### src/rtl/tone_host_pkg.sv
package tone_host_pkg;
  localparam int DW = 4;

  // control A fields
  localparam int CA_TONE_EN = 0;
  localparam int CA_CP_MODE = 1;
  localparam int CA_IRQ_EN  = 2;
  localparam int CA_SEL_B   = 3;

  // control B fields
  localparam int CB_BURST   = 0;
  localparam int CB_TEST    = 1;
  localparam int CB_SINGLE  = 2;
  localparam int CB_COLROW  = 3;

  // status fields
  localparam int ST_IRQ     = 0;
  localparam int ST_TXE     = 1;
  localparam int ST_RXF     = 2;
  localparam int ST_STEER   = 3;

  typedef enum logic {
    STYLE_SPLIT = 1'b0,
    STYLE_QUAL  = 1'b1
  } bus_style_e;
endpackage

### src/rtl/tone_host_bus.sv
module tone_host_bus
  import tone_host_pkg::*;
(
  input  logic clk,
  input  logic rst_n,
  input  logic style,
  input  logic cs_n,
  input  logic rsel,
  input  logic rd_ds,
  input  logic wr_rw,
  output logic wr_tx,
  output logic wr_ctrl,
  output logic rd_rx_end,
  output logic rd_st_end,
  output logic rd_active
);
  logic rd_act, wr_act;
  logic rd_q, wr_q, rsel_q;
  logic rsel_d;
  logic wr_rise, rd_fall;

  always_comb begin
    if (bus_style_e'(style) == STYLE_QUAL) begin
      rd_act = !cs_n && rd_ds && wr_rw;
      wr_act = !cs_n && rd_ds && !wr_rw;
    end else begin
      rd_act = !cs_n && !rd_ds;
      wr_act = !cs_n && !wr_rw;
    end
  end

  // remember which register a read targets until its strobe ends
  always_comb rsel_d = rd_act ? rsel : rsel_q;

  always_ff @(posedge clk or negedge rst_n) begin
    if (!rst_n) begin
      rd_q   <= 1'b0;
      wr_q   <= 1'b0;
      rsel_q <= 1'b0;
    end else begin
      rd_q   <= rd_act;
      wr_q   <= wr_act;
      rsel_q <= rsel_d;
    end
  end

  assign wr_rise   = wr_act && !wr_q;
  assign rd_fall   = rd_q && !rd_act;
  assign wr_tx     = wr_rise && !rsel;
  assign wr_ctrl   = wr_rise && rsel;
  assign rd_rx_end = rd_fall && !rsel_q;
  assign rd_st_end = rd_fall && rsel_q;
  assign rd_active = rd_act;
endmodule

### src/rtl/tone_host_ctrl.sv
module tone_host_ctrl
  import tone_host_pkg::*;
(
  input  logic          clk,
  input  logic          rst_n,
  input  logic          wr_ctrl,
  input  logic [DW-1:0] wdata,
  output logic [DW-1:0] cra,
  output logic [DW-1:0] crb,
  output logic          sel_b
);
  logic [DW-1:0] cra_d, crb_d;
  logic          sel_d;

  always_comb begin
    cra_d = cra;
    crb_d = crb;
    sel_d = sel_b;
    if (wr_ctrl) begin
      if (sel_b) begin
        crb_d = wdata;
        sel_d = 1'b0;
      end else begin
        cra_d = wdata;
        sel_d = wdata[CA_SEL_B];
      end
    end
  end

  always_ff @(posedge clk or negedge rst_n) begin
    if (!rst_n) begin
      cra   <= '0;
      crb   <= '0;
      sel_b <= 1'b0;
    end else begin
      cra   <= cra_d;
      crb   <= crb_d;
      sel_b <= sel_d;
    end
  end
endmodule

### src/rtl/tone_host_flags.sv
module tone_host_flags
  import tone_host_pkg::*;
(
  input  logic          clk,
  input  logic          rst_n,
  input  logic          wr_tx,
  input  logic          rd_rx_end,
  input  logic          rd_st_end,
  input  logic          rx_valid,
  input  logic [DW-1:0] rx_code,
  input  logic          tx_ready,
  input  logic          cp_in,
  input  logic          irq_en,
  input  logic          burst,
  input  logic          cp_mode,
  output logic [DW-1:0] rx_data,
  output logic [DW-1:0] status,
  output logic          irq_flag,
  output logic          pin_pull
);
  logic [DW-1:0] rx_d;
  logic rxf_q, rxf_d;
  logic txe_q, txe_d;
  logic irq_d;
  logic steer_q;
  logic cp_q;
  logic irq_src;

  assign irq_src = irq_en && (rx_valid || (burst && tx_ready));

  always_comb begin
    rx_d  = rx_valid ? rx_code : rx_data;
    rxf_d = rx_valid ? 1'b1 : (rd_rx_end ? 1'b0 : rxf_q);
    txe_d = wr_tx ? 1'b0 : (tx_ready ? 1'b1 : txe_q);
    irq_d = irq_src ? 1'b1 : (rd_st_end ? 1'b0 : irq_flag);
  end

  always_ff @(posedge clk or negedge rst_n) begin
    if (!rst_n) begin
      rx_data  <= '0;
      rxf_q    <= 1'b0;
      txe_q    <= 1'b1;
      irq_flag <= 1'b0;
      steer_q  <= 1'b0;
      cp_q     <= 1'b1;
    end else begin
      rx_data  <= rx_d;
      rxf_q    <= rxf_d;
      txe_q    <= txe_d;
      irq_flag <= irq_d;
      steer_q  <= rx_valid;
      cp_q     <= cp_in;
    end
  end

  always_comb begin
    status           = '0;
    status[ST_IRQ]   = irq_flag;
    status[ST_TXE]   = txe_q;
    status[ST_RXF]   = rxf_q;
    status[ST_STEER] = steer_q;
  end

  assign pin_pull = cp_mode ? !cp_q : (irq_flag && irq_en);
endmodule

### src/rtl/tone_host_regs.sv
module tone_host_regs
  import tone_host_pkg::*;
(
  input  logic          clk,
  input  logic          rst_n,
  input  logic          bus_style,
  input  logic          cs_n,
  input  logic          rsel,
  input  logic          rd_ds,
  input  logic          wr_rw,
  input  logic [DW-1:0] data_in,
  output logic [DW-1:0] data_out,
  output logic          data_oe,
  input  logic          rx_valid,
  input  logic [DW-1:0] rx_code,
  input  logic          tx_ready,
  input  logic          cp_in,
  output logic [DW-1:0] tx_code,
  output logic [DW-1:0] ctrl_a,
  output logic [DW-1:0] ctrl_b,
  output logic          irq_oe
);
  localparam int SYNC_STAGES = 2;

  logic [SYNC_STAGES-1:0] rst_pipe;
  logic rst_core_n;
  logic wr_tx, wr_ctrl, rd_rx_end, rd_st_end, rd_active;
  logic sel_b, irq_flag;
  logic [DW-1:0] rx_data, status, tx_d;

  always_ff @(posedge clk or negedge rst_n) begin
    if (!rst_n) rst_pipe <= '0;
    else        rst_pipe <= {rst_pipe[SYNC_STAGES-2:0], 1'b1};
  end
  assign rst_core_n = rst_pipe[SYNC_STAGES-1];

  tone_host_bus u_bus (
    .clk       (clk),
    .rst_n     (rst_core_n),
    .style     (bus_style),
    .cs_n      (cs_n),
    .rsel      (rsel),
    .rd_ds     (rd_ds),
    .wr_rw     (wr_rw),
    .wr_tx     (wr_tx),
    .wr_ctrl   (wr_ctrl),
    .rd_rx_end (rd_rx_end),
    .rd_st_end (rd_st_end),
    .rd_active (rd_active)
  );

  tone_host_ctrl u_ctrl (
    .clk     (clk),
    .rst_n   (rst_core_n),
    .wr_ctrl (wr_ctrl),
    .wdata   (data_in),
    .cra     (ctrl_a),
    .crb     (ctrl_b),
    .sel_b   (sel_b)
  );

  tone_host_flags u_flags (
    .clk       (clk),
    .rst_n     (rst_core_n),
    .wr_tx     (wr_tx),
    .rd_rx_end (rd_rx_end),
    .rd_st_end (rd_st_end),
    .rx_valid  (rx_valid),
    .rx_code   (rx_code),
    .tx_ready  (tx_ready),
    .cp_in     (cp_in),
    .irq_en    (ctrl_a[CA_IRQ_EN]),
    .burst     (ctrl_b[CB_BURST]),
    .cp_mode   (ctrl_a[CA_CP_MODE]),
    .rx_data   (rx_data),
    .status    (status),
    .irq_flag  (irq_flag),
    .pin_pull  (irq_oe)
  );

  always_comb tx_d = wr_tx ? data_in : tx_code;

  always_ff @(posedge clk or negedge rst_core_n) begin
    if (!rst_core_n) tx_code <= '0;
    else             tx_code <= tx_d;
  end

  assign data_out = rsel ? status : rx_data;
  assign data_oe  = rd_active;
endmodule

### config.mk
export PLATFORM = sky130hd
export DESIGN_NAME = tone_host_regs
export DESIGN_NICKNAME = d
export VERILOG_FILES = /design/src/rtl/tone_host_pkg.sv /design/src/rtl/tone_host_bus.sv /design/src/rtl/tone_host_ctrl.sv /design/src/rtl/tone_host_flags.sv /design/src/rtl/tone_host_regs.sv
export SDC_FILE = /design/constraint.sdc
export NUM_CORES = 1
export LEC_CHECK = 0
export ABC_AREA = 0
export BUFFER_PORTS_ARGS = -buffer_cell sky130_fd_sc_hd__buf_2
export CORE_MARGIN = 2
export CORE_UTILIZATION = 49
export DETAILED_ROUTE_END_ITERATION = 10
export GPL_ROUTABILITY_DRIVEN = 0
export PLACE_DENSITY = 0.75
export SKIP_CTS_REPAIR_TIMING = 1
export SYNTH_ARGS = -nofsm -noshare
export SYNTH_HDL_FRONTEND = slang
export SYNTH_SLANG_ARGS = --single-unit
### constraint.sdc
create_clock -name clk -period 1.1 [get_ports clk]
set_input_delay 0.165 -clock clk [delete_from_list [all_inputs] [get_ports clk]]
set_output_delay 0.165 -clock clk [all_outputs]
set_load 0.1 [all_outputs]
=== Yosys cells after proc, flatten, opt, wreduce, memory -nomap -nowiden ===
Index checks and enable logic that the tools add are counted.

* Div/mod/pow operators: 0
* Shifts and indexed selects: 0
* Bitwise gates (word level): 1
* Multiply operators: 0
* $add $sub $neg: 0
* Equality and inequality tests: 0
* Magnitude comparators: 0
* Reduce and logical (&&, ||, !) cells: 28
* Multiplexer cells: 11

{| class="wikitable"
|+ Operators by type and width
! operator !! count
|-
| 1-bit logical AND || 14
|-
| 1-bit 2-to-1 mux || 10
|-
| 1-bit zero test || 8
|-
| 2-bit nonzero test || 3
|-
| 4-bit 2-to-1 mux || 1
|-
| 2-bit AND reduction || 2
|-
| 1-bit logical OR || 1
|-
| 1-bit inverter || 1
|}

* Logic and storage cells: 54
* Output and inout port bits: 18
* Bits in writable memories: 0
* Memories kept: 0
* Register bits: 27
* Input port bits: 18
* Bits in latches: 0
* Memory bits (read-only): 0

=== Logic depth before layout (Yosys ltp) ===
* Word-level depth: 9
* Gate-level depth with buffers: 4
* Mapped depth without buffers: 3

=== By module ===
A second synthesis with hierarchy kept.

* Cell total of the unflattened synthesis: 84
* Area, all modules: 1132.3 µm²

{| class="wikitable"
|+ Modules (own cells, without submodules)
! module !! instances !! cells each !! area each (µm²) !! seq. area each (µm²)
|-
| tone_host_flags || 1 || 27 || 355.3 || 227.7
|-
| tone_host_ctrl || 1 || 22 || 350.3 || 225.2
|-
| tone_host_regs || 1 || 15 || 244.0 || 150.1
|-
| tone_host_bus || 1 || 20 || 182.7 || 75.1
|}

=== Worst setup path before layout ===
OpenSTA, ideal clock, no wires.

* Path kind: register -> output
* From: reg u_ctrl.cra[1]
* To: out irq_oe
* Stages on the path, launching flop included: 2
* Buffers on the path: 0
* Required time: 935 ps
* Setup slack: -1022 ps
* Arrival time: 1957 ps
* Cell sequence: dfrtp_1 > mux2i_1

* Cells in the longest elaborated chain, start to end: 1

{| class="wikitable"
|+ RTL lines
! what !! RTL line !! text
|-
| from (decl) || tone_host_ctrl.sv:8 || <nowiki>output logic [DW-1:0] cra,</nowiki>
|-
| from (signal assigned) || tone_host_ctrl.sv:36 || <nowiki>cra <= cra_d;</nowiki>
|-
| 1-bit 2-to-1 mux || tone_host_flags.sv:64 || <nowiki>assign pin_pull = cp_mode ? !cp_q : (irq_flag && irq_en);</nowiki>
|-
| to (decl) || tone_host_regs.sv:21 || <nowiki>output logic irq_oe</nowiki>
|}

No other way between the ends.

=== Worst setup path in the final report ===
* From: reg u_flags.irq_flag
* To: out data_out[0]

* Cells in the longest elaborated chain, start to end: 1

{| class="wikitable"
|+ RTL lines
! what !! RTL line !! text
|-
| from (decl) || tone_host_flags.sv:18 || <nowiki>output logic irq_flag,</nowiki>
|-
| from (signal assigned) || tone_host_flags.sv:50 || <nowiki>irq_flag <= irq_d;</nowiki>
|-
| 4-bit 2-to-1 mux || tone_host_regs.sv:88 || <nowiki>assign data_out = rsel ? status : rx_data;</nowiki>
|-
| to (decl) || tone_host_regs.sv:12 || <nowiki>output logic [DW-1:0] data_out,</nowiki>
|}

No other way between the ends.

==> results.sh <==
export IMPL_synthXorXnorAreaFrac_pct=0
export IMPL_grt_ovfl_total=0
export IMPL_io_pins=36
export IMPL_core_area_sq_mm=0.00221
export IMPL_r2r_end="u_ctrl.crb[2]"
export IMPL_worst_slack_ns=-0.326
export IMPL_vdd_drop_max_v=0.00234
export IMPL_worstRegToRegCells=3
export IMPL_ant_nets=0
export IMPL_dp_slack_ns=-0.195
export IMPL_arrival_ns=1.26
export IMPL_grt_use_total_pct=22.7
export IMPL_critical_path_class="reg2out"
export IMPL_start_kind="register"
export IMPL_post_synth_main_area_contributors="dfrtp_1 (55%), mux2_2 (17%), dfstp_2 (4.6%)"
export IMPL_synth_simple_gate_area_share_pct=9.52
export IMPL_wirelength_microns=3010
export IMPL_clock_skew_ns=0.00232
export IMPL_drtPass1Iterations=4
export IMPL_seqCellArea_sq_um=689
export IMPL_clk_pin_slew_worst_paths_ns=0.15
export IMPL_synthAdderAreaFrac_pct=0
export IMPL_yosys_warnings=0
export IMPL_synth_seq_area_share_pct=59.3
export IMPL_start_util_pct=51.7
export IMPL_synth_compound_area_share_pct=5.69
export IMPL_htreeDepth=1
export IMPL_rrSetupSlack_ns=-0.21
export IMPL_crit_start="u_flags.irq_flag"
export IMPL_cp_data_required_time_ns=0.94
export IMPL_portBuffers=35
export IMPL_crit_path_end="data_out[0]"
export IMPL_dp_cells=149
export IMPL_cp_max_fo=3
export IMPL_max_freq_mhz=701
export IMPL_vias=838
export IMPL_place_hpwl_microns=2090
export IMPL_whs_ns=0.0579
export IMPL_syn_avg_cell_area_sq_um=14.9
export IMPL_synth_top_area_cell="dfrtp_1"
export IMPL_p_leak_nw=0.864
export IMPL_timing_final_crit_share_pct=130
export IMPL_clock_sinks=27
export IMPL_synth_top_family_by_area="multiplexers"
export IMPL_cts_tree="built"
export IMPL_final_util_pct=86.6
export IMPL_grt_pass1_vias=901
export IMPL_diodes=0
export IMPL_setup_viol=31
export IMPL_switching_share_pct=47.3
export IMPL_die_w_microns=52.3
export IMPL_clockBufferDepth=2
export IMPL_status="finished with violations"
export IMPL_ys_seq_elements=27
export IMPL_netlist_area_leader_share_pct=54.7
export IMPL_netlist_area_sq_mm=0.00114
export IMPL_first_iter_violations=11
export IMPL_hp_class="in2reg"
export IMPL_synth_fp_nets=95
export IMPL_numCtsBuffers=3
export IMPL_violations="setup timing"
export IMPL_p_comb_share_pct=60.8
export IMPL_std_cell_rows=17
export IMPL_grt_start_max_net_pins=17
export IMPL_route_detailed_drc=0
export IMPL_p_per_area_mw_per_mm2=2510
export IMPL_period_needed_ns=1.43
export IMPL_hold_viol_final=0
export IMPL_antenna_found_initial=0
export IMPL_layout_drive_gt1_share_pct=78.9
export IMPL_synthToLayoutAreaGrowth_pct=67.5
export IMPL_clkLatencyLatePin_ns=0.33
export IMPL_worst_setup_path_end_kind="output port"
export IMPL_pwr_share_seq_pct=29.8
export IMPL_final_nets=152
export IMPL_multiInputGateArea_sq_um=529
export IMPL_cts_root_buf="clkbuf_4"
export IMPL_reg2reg_from="u_bus.wr_q"
export IMPL_clkPwrFrac_pct=9.4
export IMPL_grt_pass1_wl_microns=4260
export IMPL_vias_per_cell=5.20
export IMPL_holdPathStages=2
export IMPL_syn_inst=77
export IMPL_maxSlewViolCount=0
export IMPL_layout_common_cells="buf_12 (17), buf_4 (17), buf_2 (16), dfrtp_1 (16), mux2_2 (12)"
export IMPL_finalNonFillerCells=161
export IMPL_final_fill_count=105
export IMPL_die_h_microns=52.3
export IMPL_p_sw_mw=2.27
export IMPL_synth_mux_area_share_pct=21.6
export IMPL_die_area_sq_mm=0.00274
export IMPL_total_power_mw=4.81
export IMPL_synth_distinct_cells=30
export IMPL_cell_internal_pwr_mw=2.53
export IMPL_rsz0062_at_grt="true"
export IMPL_cap_violations=0
export IMPL_routedWlPerCell_microns=18.7
## per-stage QoR
step	TNS [ns]	area [sq um]
floorplan	-2.00	1200
global placement	-1.70	1710
detailed placement	-2.40	1710
CTS	-4.86	1740
global route	-5.32	1920
finish	-4.21	1920
## state kept, by name, indices dropped and copies added, names as in the netlist
register          cells
u_ctrl.sel_b          1
u_bus.rsel_q          1
u_flags.steer_q       1
u_flags.rxf_q         1
u_flags.rx_data       4
u_ctrl.crb            4
u_flags.txe_q         1
u_flags.cp_q          1
u_ctrl.cra            4
rst_pipe              2
u_bus.wr_q            1
tx_code               4
u_bus.rd_q            1
u_flags.irq_flag      1
## logic make-up (layout without fill, tap and decap cells)
family | count (synthesis) | count (layout)
flip-flops | 27 | 27
AO/OA/AOI/OAI | 8 | 8
AND/OR/NAND/NOR | 13 | 13
buffers and inverters | 6 | 62
other | 1 | 1
multiplexers | 22 | 22
## cell type report
type                    count  area share (%)
clock inverters             1           0.392
flip-flops and latches     27            36.0
repair buffers             57            32.8
clock buffers               3            1.18
well taps                  28            1.83
multi-input cells          44            27.6
inverters                   1           0.196
## worst max-delay path, cell delays in order, from the launching register on
cell and delay [ns]:
dfrtp_1 0.45, mux2_2 0.31, buf_8 0.18
## synth_stat cells
cell type and instances:
a21oi_2 1, or2_1 1, o21a_1 1, nand4_2 1, mux2i_1 1, a21o_1 1
buf_6 1, a21boi_0 1, nand3_1 2, nand2_1 1, mux2_2 17, and2_1 1
o22a_1 1, conb_1 1, and2b_2 1, nor2_4 1, a31o_2 1, inv_1 1
a31oi_1 1, nand3_2 1, clkbuf_1 1, or3b_2 1, nor3b_4 1, nand2b_2 1
buf_4 3, nor2_1 1, a221o_1 1, dfstp_2 2, mux2_1 4, dfrtp_1 25
## per-layer routing
layer / up-vias / GRT usage, % / share of wire, %
li1: 380 / - / -
met1: 419 / 25.5 / 38
met2: 31 / 38.8 / 56
met3: 8 / 4.00 / 4.2
met4: 0 / 15.4 / 1.8
met5: - / 0 / 0
## worst min path at each step
stage / start / end / slack [ns]
after global routing: rx_code[1] / u_flags.rx_data[1] / 0.04
after CTS: rst_n / rst_pipe[0] / -0.43
after global placement: rst_n / rst_pipe[1] / -0.05
after floorplan: rst_n / rst_pipe[0] / -0.13
after detailed placement: rst_n / rst_pipe[0] / -0.04
final: rx_code[3] / u_flags.rx_data[3] / 0.06
## power by group through the flow
stage	combinational (mW)	clock (mW)	sequential, mW
detailed placement	2.71	0	1.44
finish	2.92	0.452	1.43
global placement	2.66	0	1.42
global route	2.99	0.501	1.46
floorplan	1.01	0	2.12
CTS	2.71	0.457	1.43
No activity file was read; power rests on OpenSTA's default activity.
